--- config.mk ---
export PLATFORM = sky130hd
export DESIGN_NAME = rden_cal_top
export DESIGN_NICKNAME = d
export VERILOG_FILES = /design/src/rtl/rden_pkg.sv /design/src/rtl/rden_seq.sv /design/src/rtl/rden_lane_search.sv /design/src/rtl/rden_lane_deskew.sv /design/src/rtl/rden_valid_pipe.sv /design/src/rtl/rden_cal_top.sv
export SDC_FILE = /design/constraint.sdc
export NUM_CORES = 1
export LEC_CHECK = 0
export CAP_MARGIN = 20
export CORE_MARGIN = 1
export CORE_UTILIZATION = 46
export CTS_CLUSTER_SIZE = 12
export DETAILED_ROUTE_END_ITERATION = 10
export PLACE_DENSITY = 0.7
export SLEW_MARGIN = 15
export SYNTH_ARGS = -nofsm -noshare
export SYNTH_HDL_FRONTEND = slang
export SYNTH_HIERARCHICAL = 1
export SYNTH_SLANG_ARGS = --single-unit
--- constraint.sdc ---
create_clock -name clk -period 12.93 [get_ports clk]
set_input_delay 2.586 -clock clk [delete_from_list [all_inputs] [get_ports clk]]
set_output_delay 2.586 -clock clk [all_outputs]
set_load 0.05 [all_outputs]
--- src/rtl/rden_pkg.sv ---
package rden_pkg;
  localparam int BYTE_W = 8;
  localparam int WORD_W = 2 * BYTE_W;

  localparam logic [BYTE_W-1:0] PAT_A = 8'hAA;
  localparam logic [BYTE_W-1:0] PAT_B = 8'h55;

  // Per-lane word is {fall byte, rise byte}
  localparam logic [WORD_W-1:0] TRN_WORD0 = {PAT_B, PAT_A};
  localparam logic [WORD_W-1:0] TRN_WORD1 = {PAT_A, PAT_B};

  typedef enum logic [3:0] {
    S_WAIT, S_WR0, S_WR1, S_GAP, S_RD, S_SRCH, S_EVAL, S_DONE, S_FAIL
  } seq_state_t;
endpackage

--- src/rtl/rden_seq.sv ---
module rden_seq
  import rden_pkg::*;
#(
  parameter int MAX_LAT = 15,
  parameter int GAP_CYC = 4,
  localparam int CNT_W = $clog2(MAX_LAT + 2),
  localparam int GAP_W = $clog2(GAP_CYC + 1)
) (
  input  logic             clk,
  input  logic             rst,
  input  logic             init_done_i,
  input  logic             all_found_i,
  output logic             trn_wr_o,
  output logic             trn_rd_o,
  output logic             wr_second_o,
  output logic             srch_clr_o,
  output logic             srch_act_o,
  output logic             eval_o,
  output logic [CNT_W-1:0] cnt_o,
  output logic             ready_o,
  output logic             error_o
);
  localparam logic [CNT_W-1:0] LAST_CNT = CNT_W'(MAX_LAT + 1);
  localparam logic [GAP_W-1:0] LAST_GAP = GAP_W'(GAP_CYC - 1);

  seq_state_t       st, nxt;
  logic [GAP_W-1:0] gap_q;

  always_comb begin
    nxt = st;
    case (st)
      S_WAIT: if (init_done_i) nxt = S_WR0;
      S_WR0:  nxt = S_WR1;
      S_WR1:  nxt = S_GAP;
      S_GAP:  if (gap_q == LAST_GAP) nxt = S_RD;
      S_RD:   nxt = S_SRCH;
      S_SRCH: if (cnt_o == LAST_CNT) nxt = S_EVAL;
      S_EVAL: nxt = all_found_i ? S_DONE : S_FAIL;
      S_DONE: nxt = S_DONE;
      S_FAIL: nxt = S_FAIL;
      default: nxt = S_WAIT;
    endcase
  end

  always_ff @(posedge clk) begin
    if (rst) begin
      st          <= S_WAIT;
      gap_q       <= '0;
      cnt_o       <= '0;
      trn_wr_o    <= 1'b0;
      trn_rd_o    <= 1'b0;
      wr_second_o <= 1'b0;
      ready_o     <= 1'b0;
      error_o     <= 1'b0;
    end else begin
      st          <= nxt;
      gap_q       <= (st == S_GAP) ? gap_q + 1'b1 : '0;
      if (nxt == S_RD)
        cnt_o <= '0;
      else if (st == S_RD || st == S_SRCH)
        cnt_o <= cnt_o + 1'b1;
      trn_wr_o    <= (nxt == S_WR0) || (nxt == S_WR1);
      wr_second_o <= (nxt == S_WR1);
      trn_rd_o    <= (nxt == S_RD);
      ready_o     <= (nxt == S_DONE);
      error_o     <= (nxt == S_FAIL);
    end
  end

  assign srch_clr_o = (st == S_WR0);
  assign srch_act_o = (st == S_RD) || (st == S_SRCH);
  assign eval_o     = (st == S_EVAL);
endmodule

--- src/rtl/rden_lane_search.sv ---
module rden_lane_search
  import rden_pkg::*;
#(
  parameter int MAX_LAT = 15,
  localparam int LAT_W = $clog2(MAX_LAT + 1),
  localparam int CNT_W = $clog2(MAX_LAT + 2)
) (
  input  logic              clk,
  input  logic              rst,
  input  logic              clr_i,
  input  logic              act_i,
  input  logic [CNT_W-1:0]  cnt_i,
  input  logic [WORD_W-1:0] word_i,
  output logic              found_o,
  output logic [LAT_W-1:0]  lat_o
);
  logic prev_hit;

  always_ff @(posedge clk) begin
    if (rst || clr_i) begin
      found_o  <= 1'b0;
      prev_hit <= 1'b0;
      lat_o    <= '0;
    end else if (act_i) begin
      prev_hit <= (word_i == TRN_WORD0);
      // first word seen last cycle, second word now: latency is last cycle
      if (!found_o && prev_hit && word_i == TRN_WORD1) begin
        found_o <= 1'b1;
        lat_o   <= LAT_W'(cnt_i - 1'b1);
      end
    end
  end
endmodule

--- src/rtl/rden_lane_deskew.sv ---
module rden_lane_deskew
  import rden_pkg::*;
#(
  parameter int MAX_LAT = 15,
  localparam int LAT_W = $clog2(MAX_LAT + 1)
) (
  input  logic              clk,
  input  logic              rst,
  input  logic [WORD_W-1:0] word_i,
  input  logic [LAT_W-1:0]  tap_i,
  output logic [WORD_W-1:0] word_o
);
  logic [WORD_W-1:0] stg [0:MAX_LAT];

  always_ff @(posedge clk) begin
    stg[0] <= word_i;
    for (int k = 1; k <= MAX_LAT; k++) stg[k] <= stg[k-1];
  end

  always_ff @(posedge clk) begin
    if (rst) word_o <= '0;
    else     word_o <= stg[tap_i];
  end
endmodule

--- src/rtl/rden_valid_pipe.sv ---
module rden_valid_pipe #(
  parameter int MAX_LAT = 15,
  localparam int LAT_W = $clog2(MAX_LAT + 1)
) (
  input  logic             clk,
  input  logic             rst,
  input  logic             cmd_i,
  input  logic [LAT_W-1:0] tap_i,
  output logic             valid_o
);
  logic [MAX_LAT+1:0] vsh;
  logic [LAT_W:0]     tap_a, tap_b;

  assign tap_a = {1'b0, tap_i};
  assign tap_b = tap_a + 1'b1;

  always_ff @(posedge clk) begin
    if (rst) begin
      vsh     <= '0;
      valid_o <= 1'b0;
    end else begin
      vsh     <= {vsh[MAX_LAT:0], cmd_i};
      // two data cycles per burst
      valid_o <= vsh[tap_a] | vsh[tap_b];
    end
  end
endmodule

--- src/rtl/rden_cal_top.sv ---
module rden_cal_top
  import rden_pkg::*;
#(
  parameter int LANES   = 4,
  parameter int MAX_LAT = 15,
  parameter int GAP_CYC = 4,
  localparam int DW = LANES * BYTE_W
) (
  input  logic          clk,
  input  logic          rst,
  input  logic          init_done_i,
  input  logic          usr_rd_i,
  input  logic [2*DW-1:0] cap_data_i,
  output logic          trn_wr_o,
  output logic          trn_rd_o,
  output logic [2*DW-1:0] trn_wdata_o,
  output logic [2*DW-1:0] rd_data_o,
  output logic          rd_valid_o,
  output logic          ready_o,
  output logic          error_o
);
  localparam int LAT_W = $clog2(MAX_LAT + 1);
  localparam int CNT_W = $clog2(MAX_LAT + 2);

  logic             wr_second, srch_clr, srch_act, eval_now, all_found;
  logic [CNT_W-1:0] srch_cnt;
  logic [LANES-1:0] lane_found;
  logic [LAT_W-1:0] lane_lat [LANES];
  logic [LAT_W-1:0] lane_tap [LANES];
  logic [LAT_W-1:0] max_lat_q, max_lat_d;

  assign all_found = &lane_found;

  rden_seq #(.MAX_LAT(MAX_LAT), .GAP_CYC(GAP_CYC)) u_seq (
    .clk(clk), .rst(rst), .init_done_i(init_done_i), .all_found_i(all_found),
    .trn_wr_o(trn_wr_o), .trn_rd_o(trn_rd_o), .wr_second_o(wr_second),
    .srch_clr_o(srch_clr), .srch_act_o(srch_act), .eval_o(eval_now),
    .cnt_o(srch_cnt), .ready_o(ready_o), .error_o(error_o)
  );

  always_comb begin
    max_lat_d = '0;
    for (int l = 0; l < LANES; l++)
      if (lane_lat[l] > max_lat_d) max_lat_d = lane_lat[l];
  end

  always_ff @(posedge clk) begin
    if (rst)           max_lat_q <= '0;
    else if (eval_now) max_lat_q <= max_lat_d;
  end

  for (genvar g = 0; g < LANES; g++) begin : g_lane
    logic [WORD_W-1:0] cap_word, out_word;

    assign cap_word = {cap_data_i[DW + g*BYTE_W +: BYTE_W], cap_data_i[g*BYTE_W +: BYTE_W]};

    rden_lane_search #(.MAX_LAT(MAX_LAT)) u_search (
      .clk(clk), .rst(rst), .clr_i(srch_clr), .act_i(srch_act),
      .cnt_i(srch_cnt), .word_i(cap_word),
      .found_o(lane_found[g]), .lat_o(lane_lat[g])
    );

    assign lane_tap[g] = max_lat_q - lane_lat[g];

    rden_lane_deskew #(.MAX_LAT(MAX_LAT)) u_deskew (
      .clk(clk), .rst(rst), .word_i(cap_word), .tap_i(lane_tap[g]), .word_o(out_word)
    );

    assign rd_data_o[g*BYTE_W +: BYTE_W]      = out_word[BYTE_W-1:0];
    assign rd_data_o[DW + g*BYTE_W +: BYTE_W] = out_word[WORD_W-1:BYTE_W];
    assign trn_wdata_o[g*BYTE_W +: BYTE_W]      = wr_second ? TRN_WORD1[BYTE_W-1:0] : TRN_WORD0[BYTE_W-1:0];
    assign trn_wdata_o[DW + g*BYTE_W +: BYTE_W] = wr_second ? TRN_WORD1[WORD_W-1:BYTE_W] : TRN_WORD0[WORD_W-1:BYTE_W];
  end

  rden_valid_pipe #(.MAX_LAT(MAX_LAT)) u_valid (
    .clk(clk), .rst(rst), .cmd_i(usr_rd_i & ready_o), .tap_i(max_lat_q), .valid_o(rd_valid_o)
  );
endmodule

==> results_dict.tcl, run 1 <==
set metrics [dict create \
    clock.fmax_mhz 175 \
    cp-startpoint "u_seq/wr_second_o" \
    p_leak_nw 15.0 \
    yosysTopAreaCell "dfxtp_1" \
    synth-async-reset-ratio_pct 0 \
    drcViolationCount 0 \
    worst_slack_ns 7.21 \
    crit_end "trn_wdata_o[29]" \
    r2r-end "max_lat_q[1]" \
    start_kind "flop" \
    p_per_area_nw_per_um2 176 \
    fin_area_um2 40500 \
    firstDrtPassIters 4 \
    avgRoutedWirePerCell_um 18.8 \
    grt.busiest_layer "met2" \
    tritoncts "done" \
    worst_slew_pin_slew_ns 0.953 \
    yosys-top-cells-count "1,151 x dfxtp_1, 250 x mux4_2, 76 x buf_4" \
    synth_edf_count 0 \
    drtIter0Drc 770 \
    area_delta_synth_final_pct 16.6 \
    grtUsageTotal_pct 16.9 \
    cts_buffers 112 \
    synth_cells 2205 \
    first_global_vias 19300 \
    period_minus_slack_ns 5.72 \
    hold_class "flop to flop" \
    cts_resized 0 \
    antenna_found_initial 1 \
    cts_root_buf "clkbuf_16" \
    coreArea_um2 74600 \
    r2r_slack_ns 8.26 \
    grtUsageMet1_pct 21.8 \
    postCtsSetupBuffers 0 \
    use_met3_pct 3.51 \
    dp_slack_ns 7.86 \
    ctsHoldBuffers 0 \
    reg2reg_from "g_lane[0].u_search/lat_o[1]" \
    total_power_mw 7.13 \
    routed_wl_um 63900 \
    cp_max_fo 33 \
    dp_hpwl_um 39600 \
    holdPathStages 0 \
    ir_drop_v 0.000129 \
    met2_usage_pct 28.4 \
    timing.final.crit_share_pct 44.2 \
    status "complete, no violations" \
    maxCapViolCount 0 \
    num_antenna_cells 0 \
    setup_viol 0 \
    grt_max_degree 49 \
    clockBufferDepth 3 \
    critPathRequiredTime_ns 10.34 \
    relSlewSlack_pct 36.4 \
    netlist_area_um2 34800 \
    dieHeight_um 277 \
    synth_seq_cells 1151 \
    fin_util_pct 54.4 \
    postRouteAntennaNets 0 \
    dieArea_um2 76700 \
    synth_area_leaders "dfxtp_1 66%, mux4_2 16%, mux2i_1 1.8%" \
    path_clk_slew_ns 0.06 \
    critical_path_class "flop to output port" \
    reg2regPathDepth 19 \
    viasPerCell 5.18 \
    drive_gt1_share_pct 20.3 \
    fin_tns_setup_ns 0 \
    ys_warn_count 6 \
    initial_core_util_pct 46.6 \
    finalClockSkew_ns 0.0492 \
    pin_count 201 \
    synth.avg_cell_area_um2 15.8 \
    yosysTopAreaCellShare_pct 66.3 \
    yosysMostFrequentCell "dfxtp_1" \
    grt_overflow_total 0 \
    slew_viol_final 0 \
    htreeDepth 3 \
    yosysSeqAreaShare_pct 66.3 \
    cts_sinks 1151 \
    final_nets 2492 \
    rows 100 \
    dpl_cell_area_um2 37200 \
    fillers 5963 \
    regArea_um2 23000 \
    yosysUniqueCellTypes 76 \
    grt_pass1_wl_um 105000 \
    end_kind "output port" \
    place.gp.congestion 0.808 \
    finalHoldViolCount 0 \
    place.port_buffers 200 \
    synthFlopType "dfxtp_1" \
    syn_nets 2309 \
    via_count 17600 \
    multiInputGateArea_um2 10600 \
    critical_path_arrival_ns 3.13 \
    insertion_delay_ns 0.69 \
    rsz0062_at_grt "false" \
    die_x_um 277 \
]
area by class of cell:
cell class | count | area share, %
clock inverters | 18 | 0.873
clock buffers | 141 | 7.45
repair buffers | 223 | 5.36
multi-input cells | 854 | 26.0
flip-flops and latches | 1151 | 56.8
inverters | 46 | 0.451
well taps | 969 | 2.99
worst min path at each step:
stage / start / end
detailed placement: g_lane[0].u_deskew/stg[14][14] / g_lane[0].u_deskew/stg[15][14]
CTS: g_lane[0].u_deskew/stg[12][2] / g_lane[0].u_deskew/stg[13][2]
global route: g_lane[0].u_deskew/stg[0][6] / g_lane[0].u_deskew/stg[1][6]
finish: g_lane[0].u_deskew/stg[12][2] / g_lane[0].u_deskew/stg[13][2]
global placement: g_lane[2].u_deskew/stg[6][3] / g_lane[2].u_deskew/stg[7][3]
floorplan: g_lane[0].u_deskew/stg[5][10] / g_lane[0].u_deskew/stg[6][10]
critical path: stages (launching register included):
cell and delay (ns):
dfxtp_1 0.95, inv_1 0.65, clkdlybuf4s50_1 0.86
kinds of logic after synthesis:
kind of cell,count (synthesis),share of synthesized area [%]
AOI/OAI and AO/OA,216,4.15
xor gates and xnor gates,24,0.605
adders and majority gates,36,1.38
buffers and inverters,200,3.51
DFF,1151,66.3
muxes,336,18.9
and+or+nand+nor,242,5.15
report_power, final:
group / switching [mW] / internal [mW]
Sequential: 0.0869 / 3.73
Clock: 1.29 / 1.71
Combinational: 0.169 / 0.138
placed cells by master (no fill, tap or decap), types with 5 or more instances in the layout:
cell type | synthesis | final
a22oi_1 | 64 | 64
a21oi_1 | 35 | 35
a21o_1 | 5 | 5
nor4_1 | 21 | 21
nor4bb_1 | 9 | 9
and3_1 | 8 | 8
nor3_1 | 22 | 22
a41oi_1 | 5 | 5
clkbuf_8 | 0 | 11
nand4bb_4 | 8 | 8
o221ai_1 | 8 | 8
mux2_2 | 17 | 17
nand2_1 | 22 | 22
o21ai_1 | 68 | 68
inv_1 | 46 | 42
nor3b_1 | 9 | 5
mux2i_1 | 63 | 63
clkbuf_1 | 31 | 18
ha_1 | 32 | 32
nand2b_1 | 10 | 10
nand4bb_1 | 8 | 8
clkbuf_16 | 0 | 112
xnor2_1 | 21 | 17
nor2b_1 | 25 | 25
nor2_1 | 42 | 41
buf_4 | 76 | 24
and3_2 | 8 | 8
clkdlybuf4s50_1 | 0 | 199
nand3b_1 | 6 | 6
mux4_2 | 250 | 250
nand4_1 | 5 | 5
clkinv_16 | 0 | 6
dfxtp_1 | 1151 | 1151
per-stage QoR:
step	std cells	hold slack, ns
global placement	3243	0.328
finish	3402	0.323
CTS	3402	0.318
detailed placement	3243	0.331
global route	3402	0.330
floorplan	2205	0.326
flip-flops by register name, summed over array words and instances, names as in the netlist, 3 cells and up:
register / cells
g_lane.u_deskew/stg: 1024
g_lane.u_deskew/word_o: 64
g_lane.u_search/found_o: 4
g_lane.u_search/lat_o: 16
g_lane.u_search/prev_hit: 4
max_lat_q: 4
u_seq/cnt_o: 5
u_seq/gap_q: 3
u_seq/st: 4
u_valid/vsh: 17
per-layer routing:
| metal | routed length, um | up-vias | share of wire [%] |
|---|---|---|---|
| li1 | - | 8320 | - |
| met1 | 28500 | 8922 | 45 |
| met2 | 31400 | 286 | 49 |
| met3 | 2520 | 107 | 3.9 |
| met4 | 1430 | 2 | 2.2 |
| met5 | 12 | - | 0.019 |
Power figures use the tool's default switching activity.
==> inputs of run 2 (changes only) <==
--- a/config.mk
+++ b/config.mk
@@ -10,7 +10,7 @@
 export CORE_UTILIZATION = 46
 export CTS_CLUSTER_SIZE = 12
 export DETAILED_ROUTE_END_ITERATION = 10
-export PLACE_DENSITY = 0.7
+export PLACE_DENSITY = 0.73
 export SLEW_MARGIN = 15
 export SYNTH_ARGS = -nofsm -noshare
 export SYNTH_HDL_FRONTEND = slang
==> constraint.sdc (replaced) <==
create_clock -name clk -period 4.8 [get_ports clk]
set_input_delay 0.96 -clock clk [delete_from_list [all_inputs] [get_ports clk]]
set_output_delay 0.96 -clock clk [all_outputs]
set_load 0.05 [all_outputs]
==> run 2 against run 1 <==
Effect of this change:
- via count is 0.98% higher
- clock power grew to 2.6 times the previous value
- highest routed layer is now met4
- clock skew is 0.024 ns lower
- critical path type is now flop to flop
- sequential share of layout area is 0.16 points higher
- sequential power grew to 2.7 times the previous value
- setup slack worse by 7.0 ns
- power grew to 2.6 times the previous value
- final area is 0.28% lower
- critical path depth is 17 higher
- count of clock-buffer cells in the layout is 8 lower
==> results_dict.tcl, run 2 (synthesized netlist as in run 1, its figures left out) <==
set metrics [dict create \
    largest_reg_flops 1024 \
    grt_max_degree 49 \
    path_clk_slew_ns 0.06 \
    maxCapViolCount 0 \
    relSlewSlack_pct 30.5 \
    insertion_delay_ns 0.67 \
    pin_count 201 \
    status "complete, no violations" \
    drcViolationCount 0 \
    timing.final.crit_share_pct 94.8 \
    place_inst 3248 \
    die_x_um 277 \
    final_nets 2496 \
    reg2reg_from "g_lane[0].u_search/lat_o[1]" \
    cts_buffers 111 \
    ir_drop_v 0.000306 \
    layout.cells.non_filler 3399 \
    start_kind "flop" \
    clock.fmax_mhz 220 \
    dp_hpwl_um 39900 \
    first_global_vias 19600 \
    fin_area_um2 40400 \
    cts_sinks 1151 \
    min_from "g_lane[1].u_deskew/stg[12][10]" \
    critical_path_class "flop to flop" \
    r2r_slack_ns 0.25 \
    worst_slew_pin_slew_ns 1.04 \
    antenna_found_initial 0 \
    finalClockSkew_ns 0.0251 \
    coreArea_um2 74600 \
    cts_root_buf "clkbuf_16" \
    dpl_cell_area_um2 37300 \
    drive_gt1_share_pct 20.5 \
    fin_util_pct 54.2 \
    whs_ns 0.329 \
    dieHeight_um 277 \
    setup_viol 0 \
    avgRoutedWirePerCell_um 18.8 \
    rows 100 \
    reg2regPathDepth 19 \
    via_count 17800 \
    finalHoldViolCount 0 \
    final_common_cell "dfxtp_1" \
    largest-register "g_lane.u_deskew/stg" \
    crit_path_frequent_cell "ha_1" \
    grt_overflow_total 0 \
    initial_core_util_pct 46.6 \
    firstDrtPassIters 5 \
    final_cell_mix "1,151 x dfxtp_1, 250 x mux4_2, 199 x clkdlybuf4s50_1, 111 x clkbuf_16, 67 x o21ai_1" \
    slew_viol_final 0 \
    p_leak_nw 15.0 \
    htreeDepth 3 \
    critPathRequiredTime_ns 5.40 \
    crit_slowest_cell "dfxtp_1" \
    cp_max_fo 6 \
    num_antenna_cells 0 \
    place.gp.congestion 0.848 \
    fin_tns_setup_ns 0 \
    area_delta_synth_final_pct 16.3 \
    cp-startpoint "g_lane[0].u_search/lat_o[1]" \
    tritoncts "done" \
    place.port_buffers 200 \
    grtUsageTotal_pct 16.9 \
    max_stage_delay_ns 0.45 \
    postRouteAntennaNets 0 \
    dieArea_um2 76700 \
    hold_class "flop to flop" \
    end_kind "flop" \
    routed_wl_um 63900 \
    largestRegisters "g_lane.u_deskew/stg: 1024 flops, g_lane.u_deskew/word_o: 64 flops, u_valid/vsh: 17 flops" \
    cp_cell_sequence "inv_1 -> ha_1 -> nor2b_4 -> o311ai_4 -> or2_4 -> mux2i_1 -> ha_1 -> a21oi_2 -> a31oi_1 -> a21oi_1 -> nand4_4 -> mux2_4 -> ha_1 -> o21a_1 -> o21a_1 -> o21ai_2 -> nor2_1 -> a211o_1 -> a21oi_1" \
    period_minus_slack_ns 4.55 \
    viasPerCell 5.24 \
    drtIter0Drc 855 \
    p_per_area_nw_per_um2 466 \
    grt_pass1_wl_um 105000 \
    holdPathStages 0 \
    ctsHoldBuffers 0 \
    clockBufferDepth 3 \
    critical_path_arrival_ns 5.15 \
]
==> run 2: stage by stage <==
step                      setup slack (ns)  power, mW
after floorplan                      0.644       11.0
after global placement               0.406       11.3
after detailed placement             0.133       11.3
after CTS                           0.0467       19.1
after global routing              -0.00922       19.5
final                                0.247       18.8
==> run 2: routing by layer <==
| layer | GRT usage (%) | part of all wire, % | vias to the layer above | wire length [um] |
|---|---|---|---|---|
| met5 | 0 | 0 | - | 0 |
| met4 | 5.77 | 2.5 | 0 | 1610 |
| met3 | 3.31 | 3.5 | 116 | 2230 |
| met2 | 28.5 | 49 | 306 | 31600 |
| met1 | 21.9 | 45 | 9050 | 28500 |
| li1 | - | - | 8338 | - |
==> run 2: final timing paths <==
kind,to
worst min-delay path,g_lane[1].u_deskew/stg[13][10]
worst min register to register,g_lane[1].u_deskew/stg[13][10]
worst max register to register,max_lat_q[1]
worst max-delay path,max_lat_q[1]
==> run 2: final cells by class <==
type                    count  area, um^2
clock buffers             133        2930
inverters                  46         183
multi-input cells         854       10600
repair buffers            228        2280
flip-flops and latches   1151       23000
clock inverters            18         206
fillers                  5904       34100
well taps                 969        1210
==> run 2: critical path, delay by kind of cell (launching register included) <==
kind                       cells  cell delay, ns
AOI/OAI and AO/OA              9            1.79
adders and majority gates      3            0.91
and+or+nand+nor                4            0.61
muxes                          2            0.60
DFF                            1            0.45
buffers and inverters          1            0.11
==> run 2: what timing repair did <==
item                       CTS  global route
gates resized for setup      0             4
setup buffers                0             0
setup endpoints to repair    0             4
==> run 2: power breakdown <==
part / switching (mW) / internal, mW
clock network: 3.36 / 4.37
logic: 0.460 / 0.373
registers: 0.233 / 10.1
total: 4.05 / 14.8
